<file path="src/rtl/i2c_srx_pkg.sv">
package i2c_srx_pkg;

   localparam int unsigned BYTE_W = 8;
   localparam int unsigned OWN_W  = 10;

   // register word offsets
   localparam int unsigned OFS_CTRL = 0;
   localparam int unsigned OFS_OWN  = 1;
   localparam int unsigned OFS_STAT = 2;
   localparam int unsigned OFS_RXD  = 3;

   // status bit positions
   localparam int unsigned SB_START = 0;
   localparam int unsigned SB_STOP  = 1;
   localparam int unsigned SB_BEND  = 2;
   localparam int unsigned SB_RXF   = 3;
   localparam int unsigned SB_BUSY  = 8;

   // fixed high part of the first byte of a ten-bit address
   localparam logic [4:0] TEN_PREFIX = 5'b11110;

   typedef enum logic [2:0] {
      PH_IDLE,
      PH_ADR1,
      PH_ADR2,
      PH_DATA,
      PH_SKIP
   } srx_phase_e;

endpackage

</file>
<file path="src/rtl/i2c_srx_cond.sv">
module i2c_srx_cond #(
   parameter int unsigned STAGES = 2
) (
   input  logic clk,
   input  logic rst_n,
   input  logic scl_in,
   input  logic sda_in,
   output logic sda_q,
   output logic scl_rise,
   output logic scl_fall,
   output logic start_det,
   output logic stop_det
);

   logic [STAGES-1:0] scl_pipe;
   logic [STAGES-1:0] sda_pipe;
   logic              scl_d;
   logic              sda_d;
   logic              scl_q;

   generate
      if (STAGES < 2) begin : g_bad_depth
         $error("i2c_srx_cond: STAGES must be at least 2");
      end
      if (STAGES == 2) begin : g_two
         always_ff @(posedge clk or negedge rst_n) begin
            if (!rst_n) begin
               scl_pipe <= '1;
               sda_pipe <= '1;
            end else begin
               scl_pipe <= {scl_pipe[0], scl_in};
               sda_pipe <= {sda_pipe[0], sda_in};
            end
         end
      end else begin : g_deep
         always_ff @(posedge clk or negedge rst_n) begin
            if (!rst_n) begin
               scl_pipe <= '1;
               sda_pipe <= '1;
            end else begin
               scl_pipe <= {scl_pipe[STAGES-2:0], scl_in};
               sda_pipe <= {sda_pipe[STAGES-2:0], sda_in};
            end
         end
      end
   endgenerate

   always_ff @(posedge clk or negedge rst_n) begin
      if (!rst_n) begin
         scl_d <= 1'b1;
         sda_d <= 1'b1;
      end else begin
         scl_d <= scl_pipe[STAGES-1];
         sda_d <= sda_pipe[STAGES-1];
      end
   end

   assign scl_q     = scl_pipe[STAGES-1];
   assign sda_q     = sda_pipe[STAGES-1];
   assign scl_rise  = !scl_d && scl_q;
   assign scl_fall  = scl_d && !scl_q;
   // SDA edge while SCL stays high marks a bus condition
   assign start_det = scl_d && scl_q && sda_d && !sda_q;
   assign stop_det  = scl_d && scl_q && !sda_d && sda_q;

endmodule

</file>
<file path="src/rtl/i2c_srx_engine.sv">
module i2c_srx_engine
   import i2c_srx_pkg::*;
(
   input  logic              clk,
   input  logic              rst_n,
   input  logic              scl_rise,
   input  logic              scl_fall,
   input  logic              start_det,
   input  logic              stop_det,
   input  logic              sda_q,
   input  logic              mst_sel,
   input  logic              addr10,
   input  logic [OWN_W-1:0]  own_addr,
   input  logic              nack_arm,
   input  logic              rx_full,
   output logic              sda_drive,
   output logic              scl_hold,
   output logic              addr_match,
   output logic              byte_done,
   output logic              nack_sent,
   output logic [BYTE_W-1:0] byte_data
);

   localparam int unsigned CNT_W = $clog2(BYTE_W + 1);
   localparam logic [CNT_W-1:0] FULL_CNT = CNT_W'(BYTE_W);

   srx_phase_e        phase;
   srx_phase_e        phase_nxt;
   logic [CNT_W-1:0]  bit_cnt;
   logic [BYTE_W-1:0] shreg;
   logic              ack_ph;
   logic              ack_q;
   logic              hold_q;
   logic              accept;
   logic              final_match;
   logic              active;

   assign active = (phase == PH_ADR1) || (phase == PH_ADR2) || (phase == PH_DATA);

   // acknowledge decision for the byte that just completed
   always_comb begin
      accept      = 1'b0;
      final_match = 1'b0;
      case (phase)
         PH_ADR1: begin
            if (mst_sel) begin
               accept = 1'b0;
            end else if (addr10) begin
               accept = (shreg[7:3] == TEN_PREFIX) && (shreg[2:1] == own_addr[9:8]) && !shreg[0];
            end else begin
               accept      = (shreg[7:1] == own_addr[6:0]) && !shreg[0];
               final_match = accept;
            end
         end
         PH_ADR2: begin
            accept      = (shreg == own_addr[7:0]);
            final_match = accept;
         end
         PH_DATA: accept = !nack_arm;
         default: accept = 1'b0;
      endcase
   end

   // phase after the acknowledge clock, using the stored decision
   always_comb begin
      phase_nxt = PH_SKIP;
      case (phase)
         PH_ADR1: phase_nxt = ack_q ? (addr10 ? PH_ADR2 : PH_DATA) : PH_SKIP;
         PH_ADR2: phase_nxt = ack_q ? PH_DATA : PH_SKIP;
         PH_DATA: phase_nxt = ack_q ? PH_DATA : PH_SKIP;
         default: phase_nxt = phase;
      endcase
   end

   always_ff @(posedge clk or negedge rst_n) begin
      if (!rst_n) begin
         phase      <= PH_IDLE;
         bit_cnt    <= '0;
         shreg      <= '0;
         ack_ph     <= 1'b0;
         ack_q      <= 1'b0;
         hold_q     <= 1'b0;
         addr_match <= 1'b0;
         byte_done  <= 1'b0;
         nack_sent  <= 1'b0;
      end else begin
         addr_match <= 1'b0;
         byte_done  <= 1'b0;
         nack_sent  <= 1'b0;
         if (start_det || stop_det) begin
            phase   <= start_det ? PH_ADR1 : PH_IDLE;
            bit_cnt <= '0;
            ack_ph  <= 1'b0;
            ack_q   <= 1'b0;
            hold_q  <= 1'b0;
         end else begin
            if (hold_q && !rx_full) begin
               hold_q <= 1'b0;
            end
            if (active) begin
               if (scl_rise && !ack_ph && (bit_cnt < FULL_CNT)) begin
                  shreg   <= {shreg[BYTE_W-2:0], sda_q};
                  bit_cnt <= bit_cnt + 1'b1;
               end
               if (scl_fall) begin
                  if (!ack_ph && (bit_cnt == FULL_CNT)) begin
                     ack_ph     <= 1'b1;
                     ack_q      <= accept;
                     byte_done  <= (phase == PH_DATA);
                     addr_match <= final_match;
                  end else if (ack_ph) begin
                     ack_ph  <= 1'b0;
                     ack_q   <= 1'b0;
                     bit_cnt <= '0;
                     phase   <= phase_nxt;
                     if (phase == PH_DATA) begin
                        if (ack_q) begin
                           hold_q <= 1'b1;
                        end else begin
                           nack_sent <= 1'b1;
                        end
                     end
                  end
               end
            end
         end
      end
   end

   assign sda_drive = ack_ph && ack_q;
   assign scl_hold  = hold_q;
   assign byte_data = shreg;

endmodule

</file>
<file path="src/rtl/i2c_srx_regs.sv">
module i2c_srx_regs
   import i2c_srx_pkg::*;
#(
   parameter int unsigned REG_AW = 2,
   parameter int unsigned REG_DW = 16
) (
   input  logic              clk,
   input  logic              rst_n,
   input  logic              reg_wr,
   input  logic              reg_rd,
   input  logic [REG_AW-1:0] reg_addr,
   input  logic [REG_DW-1:0] reg_wdata,
   output logic [REG_DW-1:0] reg_rdata,
   output logic              irq,
   input  logic              addr_match,
   input  logic              byte_done,
   input  logic [BYTE_W-1:0] byte_data,
   input  logic              nack_sent,
   input  logic              start_det,
   input  logic              stop_det,
   output logic              mst_sel,
   output logic              addr10,
   output logic [OWN_W-1:0]  own_addr,
   output logic              nack_arm,
   output logic              rx_full
);

   localparam logic [REG_AW-1:0] A_CTRL = REG_AW'(OFS_CTRL);
   localparam logic [REG_AW-1:0] A_OWN  = REG_AW'(OFS_OWN);
   localparam logic [REG_AW-1:0] A_STAT = REG_AW'(OFS_STAT);
   localparam logic [REG_AW-1:0] A_RXD  = REG_AW'(OFS_RXD);

   logic              fl_start;
   logic              fl_stop;
   logic              fl_bend;
   logic              busy;
   logic [BYTE_W-1:0] rxd;
   logic              wr_ctrl;
   logic              wr_stat;
   logic              rd_rxd;
   logic              unused_wbits;

   assign wr_ctrl      = reg_wr && (reg_addr == A_CTRL);
   assign wr_stat      = reg_wr && (reg_addr == A_STAT);
   assign rd_rxd       = reg_rd && (reg_addr == A_RXD);
   assign unused_wbits = ^reg_wdata[REG_DW-1:OWN_W];

   always_ff @(posedge clk or negedge rst_n) begin
      if (!rst_n) begin
         mst_sel  <= 1'b0;
         addr10   <= 1'b0;
         nack_arm <= 1'b0;
         own_addr <= '0;
      end else begin
         if (nack_sent || start_det || stop_det) begin
            nack_arm <= 1'b0;
         end
         if (wr_ctrl) begin
            mst_sel  <= reg_wdata[0];
            addr10   <= reg_wdata[1];
            nack_arm <= reg_wdata[2];
         end
         if (reg_wr && (reg_addr == A_OWN)) begin
            own_addr <= reg_wdata[OWN_W-1:0];
         end
      end
   end

   always_ff @(posedge clk or negedge rst_n) begin
      if (!rst_n) begin
         fl_start <= 1'b0;
         fl_stop  <= 1'b0;
         fl_bend  <= 1'b0;
         rx_full  <= 1'b0;
         busy     <= 1'b0;
         rxd      <= '0;
      end else begin
         if (wr_stat) begin
            if (reg_wdata[SB_START]) fl_start <= 1'b0;
            if (reg_wdata[SB_STOP])  fl_stop  <= 1'b0;
            if (reg_wdata[SB_BEND])  fl_bend  <= 1'b0;
         end
         if (rd_rxd) begin
            rx_full <= 1'b0;
         end
         if (addr_match) begin
            fl_start <= 1'b1;
            busy     <= 1'b1;
         end
         if (stop_det && busy) begin
            fl_stop <= 1'b1;
            busy    <= 1'b0;
         end
         if (byte_done) begin
            rxd     <= byte_data;
            fl_bend <= 1'b1;
            rx_full <= 1'b1;
         end
      end
   end

   always_comb begin
      reg_rdata = '0;
      if (reg_addr == A_CTRL) begin
         reg_rdata[2:0] = {nack_arm, addr10, mst_sel};
      end else if (reg_addr == A_OWN) begin
         reg_rdata[OWN_W-1:0] = own_addr;
      end else if (reg_addr == A_STAT) begin
         reg_rdata[SB_START] = fl_start;
         reg_rdata[SB_STOP]  = fl_stop;
         reg_rdata[SB_BEND]  = fl_bend;
         reg_rdata[SB_RXF]   = rx_full;
         reg_rdata[SB_BUSY]  = busy;
      end else begin
         reg_rdata[BYTE_W-1:0] = rxd;
      end
   end

   assign irq = fl_start | fl_stop | fl_bend | rx_full;

endmodule

</file>
<file path="src/rtl/i2c_slave_rx.sv">
module i2c_slave_rx
   import i2c_srx_pkg::*;
#(
   parameter int unsigned SYNC_STAGES = 2,
   parameter int unsigned REG_AW      = 2,
   parameter int unsigned REG_DW      = 16
) (
   input  logic              clk,
   input  logic              rst_n,
   input  logic              scl_in,
   input  logic              sda_in,
   output logic              scl_oe,
   output logic              sda_oe,
   input  logic              reg_wr,
   input  logic              reg_rd,
   input  logic [REG_AW-1:0] reg_addr,
   input  logic [REG_DW-1:0] reg_wdata,
   output logic [REG_DW-1:0] reg_rdata,
   output logic              irq
);

   generate
      if (REG_DW < SB_BUSY + 2) begin : g_bad_dw
         $error("i2c_slave_rx: REG_DW too narrow for the own address and busy bit");
      end
      if (REG_AW < 2) begin : g_bad_aw
         $error("i2c_slave_rx: REG_AW must cover four register offsets");
      end
   endgenerate

   logic              sda_q;
   logic              scl_rise;
   logic              scl_fall;
   logic              start_det;
   logic              stop_det;
   logic              mst_sel;
   logic              addr10;
   logic [OWN_W-1:0]  own_addr;
   logic              nack_arm;
   logic              rx_full;
   logic              addr_match;
   logic              byte_done;
   logic              nack_sent;
   logic [BYTE_W-1:0] byte_data;

   i2c_srx_cond #(.STAGES(SYNC_STAGES)) u_cond (
      .clk       (clk),
      .rst_n     (rst_n),
      .scl_in    (scl_in),
      .sda_in    (sda_in),
      .sda_q     (sda_q),
      .scl_rise  (scl_rise),
      .scl_fall  (scl_fall),
      .start_det (start_det),
      .stop_det  (stop_det)
   );

   i2c_srx_engine u_engine (
      .clk        (clk),
      .rst_n      (rst_n),
      .scl_rise   (scl_rise),
      .scl_fall   (scl_fall),
      .start_det  (start_det),
      .stop_det   (stop_det),
      .sda_q      (sda_q),
      .mst_sel    (mst_sel),
      .addr10     (addr10),
      .own_addr   (own_addr),
      .nack_arm   (nack_arm),
      .rx_full    (rx_full),
      .sda_drive  (sda_oe),
      .scl_hold   (scl_oe),
      .addr_match (addr_match),
      .byte_done  (byte_done),
      .nack_sent  (nack_sent),
      .byte_data  (byte_data)
   );

   i2c_srx_regs #(.REG_AW(REG_AW), .REG_DW(REG_DW)) u_regs (
      .clk        (clk),
      .rst_n      (rst_n),
      .reg_wr     (reg_wr),
      .reg_rd     (reg_rd),
      .reg_addr   (reg_addr),
      .reg_wdata  (reg_wdata),
      .reg_rdata  (reg_rdata),
      .irq        (irq),
      .addr_match (addr_match),
      .byte_done  (byte_done),
      .byte_data  (byte_data),
      .nack_sent  (nack_sent),
      .start_det  (start_det),
      .stop_det   (stop_det),
      .mst_sel    (mst_sel),
      .addr10     (addr10),
      .own_addr   (own_addr),
      .nack_arm   (nack_arm),
      .rx_full    (rx_full)
   );

endmodule

</file>
<file path="config.mk">
export PLATFORM = sky130hd
export DESIGN_NAME = i2c_slave_rx
export DESIGN_NICKNAME = d
export VERILOG_FILES = /design/src/rtl/i2c_srx_pkg.sv /design/src/rtl/i2c_srx_cond.sv /design/src/rtl/i2c_srx_engine.sv /design/src/rtl/i2c_srx_regs.sv /design/src/rtl/i2c_slave_rx.sv
export SDC_FILE = /design/constraint.sdc
export NUM_CORES = 1
export LEC_CHECK = 0
export BUFFER_PORTS_ARGS = -buffer_cell sky130_fd_sc_hd__buf_2
export CAP_MARGIN = 5
export CORE_ASPECT_RATIO = 1.2
export CORE_MARGIN = 2
export CORE_UTILIZATION = 44
export CTS_CLUSTER_DIAMETER = 150
export CTS_CLUSTER_SIZE = 10
export DETAILED_ROUTE_END_ITERATION = 6
export GPL_TIMING_DRIVEN = 1
export HOLD_SLACK_MARGIN = 0.05
export PLACE_DENSITY_LB_ADDON = 0.15
export RECOVER_POWER = 25
export SKIP_CTS_REPAIR_TIMING = 1
export SLEW_MARGIN = 20
export SYNTH_ARGS = -nofsm -noshare
export SYNTH_HDL_FRONTEND = slang
export SYNTH_HIERARCHICAL = 1
export SYNTH_SLANG_ARGS = --single-unit
</file>
<file path="constraint.sdc">
create_clock -name clk -period 3.2 [get_ports clk]
set_clock_uncertainty 0.1 [all_clocks]
set_input_delay 0.32 -clock clk [delete_from_list [all_inputs] [get_ports clk]]
set_output_delay 0.32 -clock clk [all_outputs]
set_load 0.01 [all_outputs]
</file>
==> metrics.cfg, run 1 <==
[status]
status = complete, but fails checks
failed_checks = capacitance limit, slew limit

[detailed_routing]
viasPerCell = 5.18
wire_per_inst_um = 15.8
drcViolationCount = 0
num_vias = 1710
wl_um = 5220
drt_iter0_drc = 90
drt_pre_antenna_iters = 4
ant_nets = 0

[yosys]
netlist.area_leader.share_pct = 43.2
synth_edf_count = 0
ys_top_cells_by_count = dfrtp_1, mux2_4, nor2_1
ys_async_sr_fraction_pct = 100
synth_top_area_cell = dfrtp_1
synth_top_family_by_area = multiplexers
synthDistinctLibCells = 47
avgSynthCellArea_um2 = 12.6
synthAdderAreaFrac_pct = 0.919
yosysWarnings = 6
synth_compound_area_share_pct = 4.73
yosys.area_share.simple_pct = 14.4
ys_seq_area_share_pct = 49.0
synthesis.instances = 216
synth_flop_cell = dfrtp_1
yosysMostFrequentCell = dfrtp_1
synth.area.top_cells = dfrtp_1, mux2_4, dfstp_2
muxShareOfSynthArea_pct = 19.9
ys_ff_latch = 53
synth_xor_xnor_area_share_pct = 6.11
syn-cell-area_um2 = 2720

[power_and_ir_drop]
power_leakage_uw = 0.00145
power_density_nw_per_um2 = 515
vdd_drop_max_uv = 236

[final_layout]
area_delta_synth_final_pct = 10.3
design_area_um2 = 3000
layout-drive-gt1-share_pct = 31.9
fin_nets = 273
antenna_cells = 0

[floorplanning]
ioPinCount = 43
rows = 31
dieArea_um2 = 6840
core_um2 = 6010
die_y_um = 90.2
die_width_um = 75.8
start_util_pct = 45.3

[sta]
finalHoldViolations = 0
setup_viol = 0
min_period_ps = 2410
worst_pin_slew_ps = 2240
maxSlewViolCount = 45
rsz0062_at_grt = false
maxSlewHeadroom_pct = -49.2
fin_tns_setup_ps = 0
fmax_mhz = 416
min_period_over_period_pct = 75.2

[clock_tree]
cts-htree-levels = 2
cts_tree = done
clkSinkCount = 53
clkLatencyLatePin_ps = 300
cts_buffers = 5
cts-root-buf = clkbuf_8
clockBufferDepth = 2
path_clk_slew_ps = 90

[flow_run]
cap_violations = 1

[grt]
antenna_found_initial = 0
grt_pass1_wl_um = 8760
grt_max_degree = 45
grt_pass1_vias = 1728
track_usage_pct = 16.8
globalRouteOverflowTotal = 0

[placed_design]
dp_hpwl_um = 3730
placed_area_um2 = 2890
portBuffers = 30
gp_congestion = 0.753

[setup_path]
cp-start-kind = flop
cp.required_ps = 3290
critPathMaxFanout = 9
end_kind = flop
worstPathArrival_ps = 2490
crit_type = flop to flop

[worst_hold_path]
holdCritPathClass = input port to flop

## state kept, by name, indices dropped and copies added, names as in the netlist, 2 cells and up
register	cells
u_cond/sda_pipe	2
u_engine/byte_data	8
u_engine/phase	3
u_regs/own_addr	10
u_regs/rxd	8
u_cond/scl_pipe	2
u_engine/bit_cnt	4
## per-stage QoR
step	hold WS (ps)	total power, uW	util, %	worst slack, ps	std cells
after floorplan	-75.6	1080	-	941	221
after global placement	247	1170	48.1	846	320
after detailed placement	248	1170	48.1	820	320
after CTS	-6.84	1570	49.7	785	328
after global routing	127	1650	50.0	595	330
final	143	1550	50.0	794	330
## placed cells by master (no fill, tap or decap), types with 3 or more instances in the layout
| cell type | instances |
|---|---|
| buf_2 | 28 |
| clkbuf_8 | 6 |
| mux2_2 | 12 |
| xor2_1 | 7 |
| or4_1 | 4 |
| nor2_1 | 13 |
| a21o_1 | 3 |
| nor3_1 | 3 |
| a21oi_1 | 4 |
| dfstp_2 | 4 |
| nand4b_1 | 4 |
| mux2_4 | 18 |
| nor2b_1 | 6 |
| dfrtp_1 | 47 |
| conb_1 | 6 |
| inv_1 | 5 |
| xnor2_1 | 12 |
| nand3_1 | 4 |
| nand2_1 | 8 |
| mux2i_1 | 7 |
| mux4_2 | 3 |
| nand2b_1 | 3 |
## layout make-up
cell class,instances,area [um^2]
clock buffers,6,82.6
clock inverters,2,13.8
fillers,548,3010
inverters,5,18.8
multi-input cells,149,1280
flip-flops and latches,53,1330
well taps,82,103
repair buffers,33,175
## power by group
group	internal, uW	switching [uW]	leakage (uW)
Sequential	745	115	0.000683
Clock	176	213	0.0000512
Combinational	183	116	0.000713
Total	1100	443	0.00145
## worst paths after layout
kind	slack, ps	to	from	depth (start not counted)
worst min-delay path	140	u_regs/own_addr[3]	reg_wdata[3]	2
worst max register to register	790	u_engine/byte_data[3]	u_cond/sda_d	4
max in group asynchronous	1150	u_regs/rxd[4]	rst_n	1
worst max-delay path	790	u_engine/byte_data[3]	u_cond/sda_d	4
worst min register to register	270	u_cond/scl_pipe[1]	u_cond/scl_pipe[0]	0
min in group asynchronous	570	u_engine/bit_cnt[0]	rst_n	1
## worst max-delay path, stage by stage (launching register included)
cell	delay [ps]
dfstp_2	540
and4b_1	280
or2_1	370
or4_4	660
mux2_4	340
## metal layers
layer  wire length, um  up-vias  share of wire [%]  GRT usage [%]
met1              2390      867                 46           22.9
met5                 0        -                  0              0
met4                67        0                1.3           4.39
met3               148        7                2.8           3.36
li1                  -      811                  -              -
met2              2620       25                 50           26.9
## cells by family (layout without fill, tap and decap cells)
logic type	after synthesis	in the layout
xor+xnor	19	19
flops	53	53
buf+inv	19	46
compound gates	19	19
fa+ha+maj	2	2
simple gates	63	63
other cells	1	6
mux	40	40
No activity file was read; power rests on OpenSTA's default activity.
==> run 2: changes to the inputs <==
- clock period: 3.2 -> 2 ns (I/O delays scaled with it)
==> run 2 against run 1 <==
Against the previous run:
- the flow finishes with violations (setup timing)
- cell count grew 7.3%
- clock power grew 120%
- non-clock buffer count grew 24
- hold slack lost 79 ps
- wire length grew 6.8%
- setup slack lost 840 ps
- critical path depth is the same
- via count grew 2.6%
- global-route usage grew 0.70 points
- sequential share of layout area shrank 3.4 points
==> metrics.cfg, run 2 (same netlist as run 1, synthesis figures left out) <==
[sta]
finalHoldViolations = 0  ; unchanged
maxSlewHeadroom_pct = 24.5  ; +74 points
maxSlewViolCount = 0  ; -100%
min_period_ps = 2050  ; -361 ps
setup_ws_ps = -45.2  ; -839 ps
worst_pin_slew_ps = 1130  ; -1110 ps
rsz0062_at_grt = true
fmax_mhz = 489  ; +18%
setup_viol = 8  ; +8
fin_tns_setup_ps = -313  ; -313 ps
min_period_over_period_pct = 102  ; +27 points

[floorplanning]
die_width_um = 75.8  ; unchanged
die_y_um = 90.2  ; unchanged
core_um2 = 6010  ; unchanged
rows = 31  ; unchanged
start_util_pct = 45.3  ; unchanged
dieArea_um2 = 6840  ; unchanged
ioPinCount = 43  ; unchanged

[worst_hold_path]
holdCritPathClass = input port to flop

[grt]
track_usage_pct = 17.5  ; +0.70 points
grtUsageMet3_pct = 3.70  ; +0.34 points
top_usage_layer = met2
met1_usage_pct = 25.0  ; +2.2 points
antenna_found_initial = 0  ; unchanged
grt_max_degree = 23  ; -49%
globalRouteOverflowTotal = 0  ; unchanged
grt.met2_usage_pct = 27.1  ; +0.14 points
grt_pass1_wl_um = 9060  ; +3.5%
grt_pass1_vias = 1784  ; +3.2%

[placed_design]
portBuffers = 30  ; unchanged
place_ws_ps = -26.9  ; -847 ps
gp_congestion = 0.817  ; +8.6%
dp_hpwl_um = 4030  ; +8.2%

[clock_tree]
clkSinkCount = 53  ; unchanged
cts_buffers = 5  ; unchanged
clockBufferDepth = 2  ; unchanged
cts-root-buf = clkbuf_8
clkLatencyLatePin_ps = 300  ; about the same
cts_tree = done
cts-htree-levels = 2  ; unchanged
path_clk_slew_ps = 100  ; about the same

[final_layout]
multi_input_area_um2 = 1290  ; +1.1%
final_common_cell = dfrtp_1
final_cell_mix = dfrtp_1, buf_2, mux2_4
regMostFlops = u_regs/own_addr
fillCellCount = 528  ; -3.6%
fin_nets = 297  ; +8.8%
seqCellArea_um2 = 1330  ; unchanged
area_delta_synth_final_pct = 19.5
largest_register_ff_count = 10  ; unchanged
antenna_cells = 0  ; unchanged
layout-drive-gt1-share_pct = 36.4  ; +4.5 points
fin_util_pct = 54.2  ; +4.2 points

[setup_path]
cp-start-kind = flop
cp.buffers_inverters = 0  ; unchanged
cp_slowest_cell = dfstp_2
max_stage_delay_ps = 530  ; -130 ps
crit_chain = and4b_1, or2_1, or4_4, mux2_4
end_kind = flop
crit_type = flop to flop
cp.required_ps = 2090  ; -1200 ps
critPathMaxFanout = 8  ; -1
crit_family = simple AND/OR/NAND/NOR gates
worstPathArrival_ps = 2140  ; -350 ps

[power_and_ir_drop]
finalPower_uw = 2770  ; +79%
power_leakage_uw = 0.00159  ; +9.5%
vdd_drop_max_uv = 498  ; +110%
power_density_nw_per_um2 = 850  ; +65%

[status]
status = complete, but fails checks
failed_checks = setup timing

[detailed_routing]
drt_iter0_drc = 92  ; +2.2%
drcViolationCount = 0  ; unchanged
wl_um = 5580  ; +6.8%
wire_per_inst_um = 15.8  ; -0.41%
drt_pre_antenna_iters = 4  ; unchanged
viasPerCell = 4.96  ; -4.3%
num_vias = 1755  ; +2.6%
ant_nets = 0  ; unchanged

[flow_run]
cap_violations = 0  ; -1

## run 2: area by class of cell
cell class                      count  share of cell area (%)
Multi-Input combinational cell    149                    39.7
Clock inverter                      3                    2.00
Sequential cell                    53                    41.0
Tap cell                           82                    3.15
Timing Repair Buffer               57                    11.5
Inverter                            5                   0.576
Clock buffer                        5                    2.11
## run 2: where the power goes
group	switching (uW)	total [uW]	internal (uW)
registers	154	1350	1190
logic	224	571	346
clock network	353	850	497
## run 2: per-stage QoR
stage / instance area [um^2] / instances / hold slack (ps)
after floorplan: 2750 / 221 / -196
after global placement: 3010 / 336 / 83.9
after detailed placement: 3010 / 336 / 88.7
after CTS: 3140 / 344 / -244
after global routing: 3260 / 354 / 53.3
final: 3260 / 354 / 63.4
## run 2: per-layer routing
| layer | share of wire, % | up-vias |
|---|---|---|
| met4 | 0.50 | 0 |
| met3 | 2.0 | 2 |
| li1 | - | 857 |
| met1 | 48 | 877 |
| met2 | 49 | 19 |
| met5 | 0 | - |
## run 2: worst paths after layout
check | from | endpoint | slack (ps) | cells after the start
max | u_cond/sda_pipe[1] | u_engine/byte_data[3] | -50 | 4
max reg2reg | u_cond/sda_pipe[1] | u_engine/byte_data[3] | -50 | 4
max in group asynchronous | rst_n | u_engine/byte_data[2] | 390 | 3
min reg2reg | u_cond/scl_pipe[0] | u_cond/scl_pipe[1] | 260 | 0
min in group asynchronous | rst_n | u_regs/own_addr[4] | 540 | 2
min | reg_wdata[0] | u_regs/mst_sel | 60 | 2
==> run 3: changes to the inputs <==
- clock period: 2 -> 2.3 ns (I/O delays scaled with it)
==> run 3 against run 2 <==
Against the previous run:
- the run now ends clean
- hold slack improved by 36 ps
- fmax down 7.3%
- sequential share of layout area up 1.8 points
- wire length is 5.8% lower
- largest cell class unchanged
- largest power group unchanged
==> metrics.cfg, run 3 (same netlist as run 1, synthesis figures left out) <==
[grt]
globalRouteOverflowTotal = 0  ; unchanged
antenna_found_initial = 0  ; unchanged
grt_pass1_vias = 1698  ; -4.8%
grt_pass1_wl_um = 8610  ; -4.9%
track_usage_pct = 16.7  ; -0.81 points
grt_max_degree = 29  ; +26%

[placed_design]
dp_hpwl_um = 3830  ; -5.0%
portBuffers = 30  ; unchanged
dp_cells = 324  ; -3.6%
gp_congestion = 0.778  ; -4.8%

[final_layout]
fin_nets = 285  ; -4.0%
fillCellCount = 558  ; +5.7%
layout-drive-gt1-share_pct = 31.9  ; -4.5 points
final_common_cell = dfrtp_1
antenna_cells = 0  ; unchanged
final_cell_mix = dfrtp_1, buf_2, mux2_4
regMostFlops = u_regs/own_addr
area_delta_synth_final_pct = 14.6
largest_register_ff_count = 10  ; unchanged
finalNonFillerCells = 342  ; -3.4%

[power_and_ir_drop]
vdd_drop_max_uv = 356  ; -28%
p_comb_share_pct = 20.1  ; -0.5 points
power_density_nw_per_um2 = 695  ; -18%
p_switching_uw = 619  ; -15%
seqPwrFrac_pct = 55.0  ; +6.3 points
p_clk_share_pct = 24.9  ; -5.8 points
intPower_uw = 1550  ; -24%
power_leakage_uw = 0.00150  ; -5.1%
p_sw_share_pct = 28.5  ; +2.1 points

[setup_path]
cp.required_ps = 2380  ; +290 ps
critPathMaxFanout = 8  ; unchanged
end_kind = flop
crit_type = flop to flop
cp-start-kind = flop
worstPathArrival_ps = 2290  ; +150 ps

[detailed_routing]
viasPerCell = 5.08  ; +2.5%
num_vias = 1738  ; -0.97%
drt_iter0_drc = 93  ; +1.1%
wire_per_inst_um = 15.4  ; -2.5%
drt_pre_antenna_iters = 4  ; unchanged
wl_um = 5250  ; -5.8%
ant_nets = 0  ; unchanged
drcViolationCount = 0  ; unchanged

[sta]
maxSlewViolCount = 0  ; unchanged
worst_pin_slew_ps = 1420  ; +288 ps
finalHoldViolations = 0  ; unchanged
min_period_over_period_pct = 96.0  ; -6.3 points
min_period_ps = 2210  ; +162 ps
fin_tns_setup_ps = 0  ; +313 ps
maxSlewHeadroom_pct = 5.29  ; -19 points
setup_viol = 0  ; -8
rsz0062_at_grt = false
fmax_mhz = 453  ; -7.3%

[floorplanning]
start_util_pct = 45.3  ; unchanged
ioPinCount = 43  ; unchanged
die_width_um = 75.8  ; unchanged
dieArea_um2 = 6840  ; unchanged
die_y_um = 90.2  ; unchanged
rows = 31  ; unchanged
core_um2 = 6010  ; unchanged

[clock_tree]
cts_tree = done
cts_buffers = 5  ; unchanged
cts-root-buf = clkbuf_8
clkLatencyLatePin_ps = 300  ; about the same
clkSinkCount = 53  ; unchanged
cts-htree-levels = 2  ; unchanged
clockBufferDepth = 2  ; unchanged
path_clk_slew_ps = 100  ; about the same

[worst_hold_path]
holdCritPathClass = input port to flop

[status]
status = finished, final reports clean

[flow_run]
cap_violations = 0  ; unchanged

run 3: worst paths after layout:
| kind | from | end | slack [ps] | cells after the start |
|---|---|---|---|---|
| hold / removal | reg_wdata[1] | u_regs/addr10 | 100 | 2 |
| setup reg to reg | u_cond/sda_pipe[1] | u_engine/byte_data[7] | 90 | 4 |
| hold reg to reg | u_cond/sda_pipe[0] | u_cond/sda_pipe[1] | 260 | 0 |
| min in group asynchronous | rst_n | u_engine/phase[0] | 700 | 2 |
| setup / recovery | u_cond/sda_pipe[1] | u_engine/byte_data[7] | 90 | 4 |
| max in group asynchronous | rst_n | u_regs/rxd[4] | 570 | 2 |
run 3: area by class of cell:
class                      count  area [um^2]  share of cell area [%]
multi-input combinational    149         1270                    40.8
tap                           82          103                    3.29
clock inverter                 2         13.8                   0.441
timing repair buffer          45          298                    9.54
sequential                    53         1330                    42.7
inverter                       5         18.8                   0.601
clock buffer                   6         82.6                    2.65
run 3: power by group through the flow:
stage	clock network (uW)	registers, uW	logic (uW)
2_1_floorplan	0	1160	345
3_3_place_gp	0	1220	417
3_5_place_dp	0	1220	426
4_1_cts	565	1200	430
5_1_grt	614	1220	485
6_report	540	1190	437
run 3: per-stage QoR:
stage / util (%) / area, um^2 / worst slack, ps / hold WS, ps / power, uW
finish: 51.9 / 3120 / 92.9 / 99.1 / 2170
detailed placement: 48.8 / 2930 / 110 / 171 / 1640
CTS: 50.4 / 3030 / 79.4 / -162 / 2190
global route: 51.9 / 3120 / 39.7 / 80.8 / 2310
floorplan: - / 2740 / 41.3 / -166 / 1500
global placement: 48.8 / 2930 / 133 / 169 / 1630
run 3: worst max-delay path, cell delays in order, from the launching register on:
cell	delay, ps
dfstp_2	560
and4b_1	240
or2_1	230
or4_4	620
mux2_4	330
run 3: routing by layer:
metal | part of all wire [%] | GRT usage, %
met1 | 47 | 23.6
met2 | 50 | 25.4
met3 | 2.4 | 4.15
met4 | 0.91 | 4.39
met5 | 0 | 0
